==> src/rtl/por_pkg.sv <==
package por_pkg;
  localparam int unsigned MAX_W = 64;

  // Alternating pattern: bit i set when i is odd, bit 0 clear.
  function automatic logic [MAX_W-1:0] alt_pattern(int unsigned width);
    logic [MAX_W-1:0] p;
    p = '0;
    for (int unsigned i = 0; i < MAX_W; i++) begin
      if (i < width) p[i] = i[0];
    end
    return p;
  endfunction
endpackage

==> src/rtl/por_count.sv <==
module por_count #(
  parameter int unsigned W = 16,
  parameter logic [W-1:0] INIT_VAL = '0
) (
  input  logic         clk_i,
  input  logic         arst_ni,
  input  logic         hold_i,
  output logic [W-1:0] cnt_o
);
  // Initial value models the configured state of the flip-flops.
  logic [W-1:0] cnt_q = INIT_VAL;

  always_ff @(posedge clk_i or negedge arst_ni) begin
    if (!arst_ni)    cnt_q <= '0;
    else if (!hold_i) cnt_q <= cnt_q + 1'b1;
  end

  assign cnt_o = cnt_q;
endmodule

==> src/rtl/por_cmp.sv <==
module por_cmp #(
  parameter int unsigned W = 16,
  parameter logic [W-1:0] TERM = '0
) (
  input  logic [W-1:0] cnt_i,
  output logic         hit_o
);
  logic [W-1:0] bit_eq;

  for (genvar i = 0; i < W; i++) begin : g_bit
    assign bit_eq[i] = (cnt_i[i] == TERM[i]);
  end

  assign hit_o = &bit_eq;
endmodule

==> src/rtl/por_flag.sv <==
module por_flag (
  input  logic clk_i,
  input  logic arst_ni,
  input  logic hit_i,
  output logic srst_o,
  output logic done_o
);
  logic srst_q = 1'b1;
  logic done_q = 1'b0;

  always_ff @(posedge clk_i or negedge arst_ni) begin
    if (!arst_ni) begin
      srst_q <= 1'b1;
      done_q <= 1'b0;
    end else begin
      srst_q <= ~hit_i;
      done_q <= hit_i;
    end
  end

  assign srst_o = srst_q;
  assign done_o = done_q;
endmodule

==> src/rtl/por_gen.sv <==
module por_gen #(
  parameter int unsigned W = 16,
  parameter logic [W-1:0] INIT_VAL = '0
) (
  input  logic clk_i,
  input  logic arst_ni,
  output logic srst_o,
  output logic done_o
);
  import por_pkg::*;

  localparam logic [MAX_W-1:0] TERM_FULL = alt_pattern(W);
  localparam logic [W-1:0]     TERM      = TERM_FULL[W-1:0];

  logic [W-1:0] cnt_w;
  logic         hit_w;

  por_count #(.W(W), .INIT_VAL(INIT_VAL)) u_count (
    .clk_i  (clk_i),
    .arst_ni(arst_ni),
    .hold_i (hit_w),
    .cnt_o  (cnt_w)
  );

  por_cmp #(.W(W), .TERM(TERM)) u_cmp (
    .cnt_i(cnt_w),
    .hit_o(hit_w)
  );

  por_flag u_flag (
    .clk_i  (clk_i),
    .arst_ni(arst_ni),
    .hit_i  (hit_w),
    .srst_o (srst_o),
    .done_o (done_o)
  );
endmodule

==> config.mk <==
export PLATFORM = sky130hd
export DESIGN_NAME = por_gen
export DESIGN_NICKNAME = d
export VERILOG_FILES = /design/src/rtl/por_pkg.sv /design/src/rtl/por_count.sv /design/src/rtl/por_cmp.sv /design/src/rtl/por_flag.sv /design/src/rtl/por_gen.sv
export SDC_FILE = /design/constraint.sdc
export NUM_CORES = 1
export LEC_CHECK = 0
export BUFFER_PORTS_ARGS = -buffer_cell sky130_fd_sc_hd__buf_2
export CAP_MARGIN = 20
export CORE_MARGIN = 2
export CORE_UTILIZATION = 56
export DETAILED_ROUTE_END_ITERATION = 12
export GPL_TIMING_DRIVEN = 0
export HOLD_SLACK_MARGIN = 0.06
export PLACE_DENSITY_LB_ADDON = 0.15
export REMOVE_ABC_BUFFERS = 1
export SYNTH_ARGS = -nofsm -noshare
export SYNTH_HDL_FRONTEND = slang
export SYNTH_SLANG_ARGS = --single-unit
==> constraint.sdc <==
create_clock -name clk_i -period 3.5 [get_ports clk_i]
set_input_delay 0 -clock clk_i [delete_from_list [all_inputs] [get_ports clk_i]]
set_output_delay 0 -clock clk_i [all_outputs]
set_load 0.1 [all_outputs]
==> results of run 1 <==
-- layer usage --
| metal | track usage (%) | routed length [um] | vias up |
|---|---|---|---|
| li1 | - | - | 241 |
| met4 | 7.74 | 33 | 0 |
| met3 | 7.83 | 54 | 4 |
| met5 | 0 | 0 | - |
| met1 | 23.2 | 568 | 252 |
| met2 | 25.6 | 535 | 6 |
-- repair_timing --
item                       CTS  global route
hold endpoints to repair    18             0
setup endpoints to repair    0             0
hold buffers                 1             0
-- report_power, final --
group | internal (mW) | switching, mW
Combinational | 0.00113 | 0.00381
Clock | 0.0635 | 0.0620
Sequential | 0.208 | 0
Total | 0.272 | 0.0658
-- cell usage after synthesis (all sizes together) --
cell type | n | area share, %
dfstp | 1 | 3.3
nand2b | 1 | 0.79
nand4 | 3 | 2.4
nand3 | 7 | 6.0
and3 | 1 | 1.4
inv | 2 | 0.95
xnor2 | 11 | 13
nor2 | 3 | 1.4
xor2 | 3 | 3.3
nor4bb | 2 | 2.5
ha | 1 | 1.6
nor3 | 3 | 2.5
nand2 | 6 | 2.8
or3 | 1 | 1.4
dfrtp | 17 | 54
and4 | 2 | 2.2
nor4 | 1 | 0.79
-- sequential cells by signal, indices dropped and copies added (netlist names) --
name           cells
u_flag.srst_o      1
u_flag.done_o      1
u_count.cnt_o     16
-- cell type report --
| class | count | share of cell area, % |
|---|---|---|
| sequential | 18 | 51.6 |
| multi-input combinational | 45 | 38.3 |
| clock buffer | 4 | 4.15 |
| timing repair buffer | 4 | 2.86 |
| tap | 15 | 2.15 |
| inverter | 2 | 0.858 |
-- final timing paths --
check / startpoint / endpoint / slack (ps) / depth (start not counted)
max in group asynchronous: arst_ni / u_flag.srst_o / 3040 / 2
min: arst_ni / u_count.cnt_o[11] / 140 / 2
min in group clk_i: u_count.cnt_o[15] / u_count.cnt_o[15] / 480 / 1
max reg2reg: u_count.cnt_o[0] / u_count.cnt_o[10] / 2070 / 4
max: u_count.cnt_o[0] / u_count.cnt_o[10] / 2070 / 4
min reg2reg: u_count.cnt_o[15] / u_count.cnt_o[15] / 480 / 1
-- metrics by stage --
stage | instances | total power [mW] | utilization (%)
floorplan | 65 | 0.212 | -
global placement | 83 | 0.216 | 62.9
detailed placement | 83 | 0.216 | 62.9
CTS | 88 | 0.344 | 66.4
finish | 88 | 0.338 | 66.4
global route | 88 | 0.352 | 66.4
-- worst max-delay path: cells and delay by family (launching register included) --
family	cells	cell delay, ps
xor+xnor	1	130
fa+ha+maj	1	270
flops	1	450
simple gates	2	470
-- logic make-up after synthesis --
family	synth area share [%]
AND/OR/NAND/NOR	24.3
flip-flops	56.9
XOR/XNOR	16.4
buffers and inverters	0.945
adder cells (fa/ha/maj)	1.57
==> summary.md, run 1 <==
| Metric | Value |
|---|---|
| Outcome | finished, final reports clean |
| Register area share after synthesis | 56.9% |
| Worst Hold Class | in2async |
| Cts bufs inserted | 3 |
| # clock sinks | 18 |
| RSZ-0062 raised after global routing | no |
| Final Instance Area | 875 sq um |
| Crit path max-delay cell type | dfrtp_1 |
| Post-route worst setup slack | 2070 ps |
| Commonest non-fill, non-tap cell in the layout | dfrtp_1 |
| Hold Vio Cnt, Final | 0 |
| Post-layout nets | 77 |
| Avg Cell Area, Syn | 12.2 sq um |
| CP max FO | 6 |
| ANT cells | 0 |
| Tcrit/Tclk final | 40.8% |
| Total GRT Usage | 17.8% |
| Final setup violation count | 0 |
| Most frequent cells in the layout | dfrtp_1, xnor2_1, nand3_1, nand2_1 |
| Starting Density | 60.3% |
| Pwr Density | 387 nW/um^2 |
| Filler Cells Inserted | 108 |
| Die width | 41.7 um |
| Critical Path Sink Type | register |
| Worst rel slew slack | 67.8% |
| Register bit total from synthesis | 18 |
| TritonCTS clock tree | built |
| CP required | 3690 ps |
| Number of I/O pins | 4 |
| Die height | 41.7 um |
| Static leakage | 0.377 nW |
| Netlist Area Pre-Place | 795 sq um |
| Unique masters post-synth | 20 |
| First-pass GRT wire length | 2250 um |
| Clock transition at path regs | 100 ps |
| Antenna Nets Post-Route | 0 |
| Postcts setup bufs | 0 |
| Max Freq | 0.701 GHz |
| Area grow syn2layout | 10.1% |
| Overflow after GRT | 0 |
| Worst hold slack | 143 ps |
| Post-route minimum period | 1430 ps |
| Drt initial violations | 8 |
| Drt drc | 0 |
| Peak VDD IR | 260 uV |
| Yosys warns | 0 |
| Kind of critical path | reg2reg |
| DR pass1 iterations | 4 |
| Max clock buf depth | 2 |
| Port Buffers | 3 |
| Worst slew pin tran | 487 ps |
| Clock root cell | clkbuf_4 |
| Post-CTS Resized | 0 |
| Antenna violations before repair | 0 |
| Core area | 1320 sq um |
| Worst slack at placement | 2070 ps |
| Setup_tns | 0 ps |
| Post-DR vias/cell | 5.72 |
| Critical path cell sequence | ha_1, nand3_4, or3_4, xnor2_2 |
| Worst clock skew | 5.35 ps |
| CP Data Arrival Time | 1620 ps |
| Share of layout cells above drive strength 1 | 17.8% |
| H-tree levels | 1 |
| WL/cell | 13.5 um |
| Pin count of the biggest net entering global routing | 19 |
| Vias in the first global route | 516 |
| Crit path launch type | register |
| Area of the multi-input gates | 335 sq um |
| GP Congestion | 0.771 |
| Delay of the slowest critical-path stage | 450 ps |
| Max Slew Vio Count | 0 |
| Max Cap Viol | 0 |
| Site Rows | 13 |
| Reg area | 452 sq um |
| Worst skew pair latency | 300 ps |
| Detailed placement HPWL | 853 um |
| Gate Count Post-Synth | 65 |
| Final WL | 1190 um |
| Die ar. | 1740 sq um |
| Area post-placement | 828 sq um |
| Via count | 503 |
Note: power is estimated with default switching activity, not from simulation.
==> run 2: changes to the inputs <==
--- a/config.mk
+++ b/config.mk
@@ -5,6 +5,7 @@
 export SDC_FILE = /design/constraint.sdc
 export NUM_CORES = 1
 export LEC_CHECK = 0
+export ABC_AREA = 1
 export BUFFER_PORTS_ARGS = -buffer_cell sky130_fd_sc_hd__buf_2
 export CAP_MARGIN = 20
 export CORE_MARGIN = 2
==> constraint.sdc (replaced) <==
create_clock -name clk_i -period 1.4 [get_ports clk_i]
set_input_delay 0 -clock clk_i [delete_from_list [all_inputs] [get_ports clk_i]]
set_output_delay 0 -clock clk_i [all_outputs]
set_load 0.1 [all_outputs]
==> summary.md, run 2 <==
| Metric | Value |
|---|---|
| WL/cell | 11.9 um (was 13.5 um) |
| GP Congestion | 0.845 (was 0.771) |
| Starting Density | 60.1% (was 60.3%) |
| Site Rows | 14 (was 13) |
| Netlist Area Pre-Place | 906 sq um (was 795 sq um) |
| Met3 usage | 3.67% (was 7.83%) |
| Worst rel slew slack | 67.8% (about the same) |
| Kind of critical path | reg2reg (unchanged) |
| # clock sinks | 18 (unchanged) |
| Number of synthesized flops with an enable pin | 0 (unchanged) |
| Worst Hold Class | in2async (unchanged) |
| Synth top area cells | dfrtp_1, nand2_1, nor2_1 (was dfrtp_1, xnor2_1, nand3_1) |
| Max clock buf depth | 2 (unchanged) |
| CP max FO | 7 (was 6) |
| Peak VDD IR | 641 uV (was 260 uV) |
| Switching Share | 19.7% (was 19.5%) |
| Critical Path Sink Type | register (unchanged) |
| H-tree levels | 1 (unchanged) |
| Number of I/O pins | 4 (unchanged) |
| NetSw | 0.167 mW (was 0.0658 mW) |
| Tcrit/Tclk final | 93.8% (was 40.8%) |
| Static leakage | 0.447 nW (was 0.377 nW) |
| Gate Count Post-Synth | 110 (was 65) |
| Filler Cells Inserted | 136 (was 108) |
| First-pass GRT wire length | 2770 um (was 2250 um) |
| Via count | 724 (was 503) |
| Unique masters post-synth | 18 (was 20) |
| Most frequent cells in the layout | nand2_1, dfrtp_1, nor2_1 (was dfrtp_1, xnor2_1, nand3_1, nand2_1) |
| Pwr Total | 0.847 mW (was 0.338 mW) |
| Max reg flops | 16 (unchanged) |
| Die ar. | 1960 sq um (was 1740 sq um) |
| Met2 Use GR | 30.0% (was 25.6%) |
| Outcome | finished, final reports clean (unchanged) |
| Area grow syn2layout | 10.6% (was 10.1%) |
| Asr flop ratio synth | 100% (unchanged) |
| Combinational power share | 1.5% (about the same) |
| Post-route minimum period | 1310 ps (was 1430 ps) |
| CP Data Arrival Time | 1500 ps (was 1620 ps) |
| DR pass1 iterations | 4 (unchanged) |
| Vias in the first global route | 639 (was 516) |
| Port Buffers | 3 (unchanged) |
| Register area share after synthesis | 49.9% (was 56.9%) |
| Die width | 44.2 um (was 41.7 um) |
| TritonCTS clock tree | built (unchanged) |
| Max Cap Viol | 0 (unchanged) |
| Drt drc | 0 (unchanged) |
| Cts bufs inserted | 3 (unchanged) |
| Pwr Density | 846 nW/um^2 (was 387 nW/um^2) |
| Synth top area share | 47.0% (was 53.5%) |
| Global routing usage on met1 | 26.5% (was 23.2%) |
| Antenna Nets Post-Route | 0 (unchanged) |
| Yosys warns | 0 (unchanged) |
| Pin count of the biggest net entering global routing | 19 (unchanged) |
| Reg power frac | 61.3% (was 61.4%) |
| Core area | 1510 sq um (was 1320 sq um) |
| Clock root cell | clkbuf_4 (unchanged) |
| Hold Vio Cnt, Final | 0 (unchanged) |
| Internal power | 0.681 mW (was 0.272 mW) |
| Yosys top cell by area | dfrtp_1 (unchanged) |
| Drt initial violations | 18 (was 8) |
| Die height | 44.2 um (was 41.7 um) |
| Share of layout cells above drive strength 1 | 13.3% (was 17.8%) |
| Commonest non-fill, non-tap cell in the layout | nand2_1 (was dfrtp_1) |
| Register bit total from synthesis | 18 (unchanged) |
| Antenna violations before repair | 0 (unchanged) |
| Post-CTS Resized | 0 (unchanged) |
| Post-DR vias/cell | 5.32 (was 5.72) |
| Most common cell in the netlist | nand2_1 (was dfrtp_1) |
| Synth Flop Type | dfrtp_1 (unchanged) |
| Crit path launch type | register (unchanged) |
| ANT cells | 0 (unchanged) |
| Post-layout nets | 124 (was 77) |
| Worst slew pin tran | 486 ps (was 487 ps) |
| Overflow after GRT | 0 (unchanged) |
| Final setup violation count | 0 (unchanged) |
| Detailed placement HPWL | 1150 um (was 853 um) |
| Max Freq | 0.762 GHz (was 0.701 GHz) |
| CP required | 1590 ps (was 3690 ps) |
| Worst skew pair latency | 290 ps (was 300 ps) |
| Clock transition at path regs | 110 ps (was 100 ps) |
| Max Slew Vio Count | 0 (unchanged) |
| Worst clock skew | 9.67 ps (was 5.35 ps) |
| Total GRT Usage | 19.2% (was 17.8%) |
| Setup_tns | 0 ps (unchanged) |
| Clock network power share | 37.2% (was 37.1%) |
| Synth cell count leaders | nand2_1, dfrtp_1, nor2_1 (was dfrtp_1, xnor2_1, nand2_1, nand3_1) |
| Final WL | 1620 um (was 1190 um) |
| Global routing's busiest layer | met2 (unchanged) |
| R2R setup slack | 90 ps (was 2070 ps) |
| Avg Cell Area, Syn | 8.24 sq um (was 12.2 sq um) |
## run 2: kinds of logic after synthesis
family | count (synthesis) | share of synthesized area (%)
compound gates | 4 | 2.21
buf+inv | 14 | 5.80
fa+ha+maj | 1 | 1.38
simple gates | 64 | 32.0
flops | 18 | 49.9
xor+xnor | 9 | 8.70
## run 2: repair_timing
action,in CTS,in global routing
hold buffers,1,0
hold endpoints to repair,18,0
endpoints found under the setup margin,0,2
buffers inserted,0,2
## run 2: routing by layer
metal	share of wire [%]	vias up
li1	-	365
met1	45	341
met2	50	16
met3	4.1	2
met4	0.80	0
met5	0	-
## run 2: path summary, 6_finish.rpt
check / from / endpoint / cells after the start
worst min register to register: u_count.cnt_o[0] / u_count.cnt_o[0] / 1
worst min-delay path: arst_ni / u_count.cnt_o[5] / 2
worst max-delay path: u_count.cnt_o[0] / u_count.cnt_o[10] / 5
min in group clk_i: u_count.cnt_o[0] / u_count.cnt_o[0] / 1
max in group asynchronous: arst_ni / u_flag.srst_o / 2
worst max register to register: u_count.cnt_o[0] / u_count.cnt_o[10] / 5
## run 2: metrics by stage
stage	util [%]	cells	setup WS (ps)	hold WS (ps)	instance area, sq um
2_1_floorplan	-	110	225	-296	906
3_3_place_gp	62.5	129	107	-61.8	941
3_5_place_dp	62.5	129	70.1	-54.2	941
4_1_cts	65.5	134	61.8	165	987
5_1_grt	66.5	136	-1.40	186	1000
6_report	66.5	136	87.1	155	1000
## run 2: cell type report
type                    instances  area [sq um]  share of cell area (%)
multi-input cells              78           402                    40.1
inverters                      14          52.6                    5.24
repair buffers                  6          40.0                    4.00
well taps                      16          20.0                    2.00
clock buffers                   4          36.3                    3.62
flip-flops and latches         18           452                    45.1
## run 2: worst max-delay path: stages, from the launching register on
cell and delay [ps]:
dfrtp_1 420, ha_1 220, nand3_2 130, nor2_4 200
nand2_1 90, xor2_1 150
## run 2: power by group through the flow
stage           logic [mW]  registers (mW)  clock network (mW)
2_1_floorplan  0.000000165           0.530                   0
3_3_place_gp        0.0108           0.530                   0
5_1_grt             0.0151           0.520               0.344
6_report            0.0127           0.520               0.315
4_1_cts             0.0134           0.520               0.323
3_5_place_dp        0.0112           0.530                   0
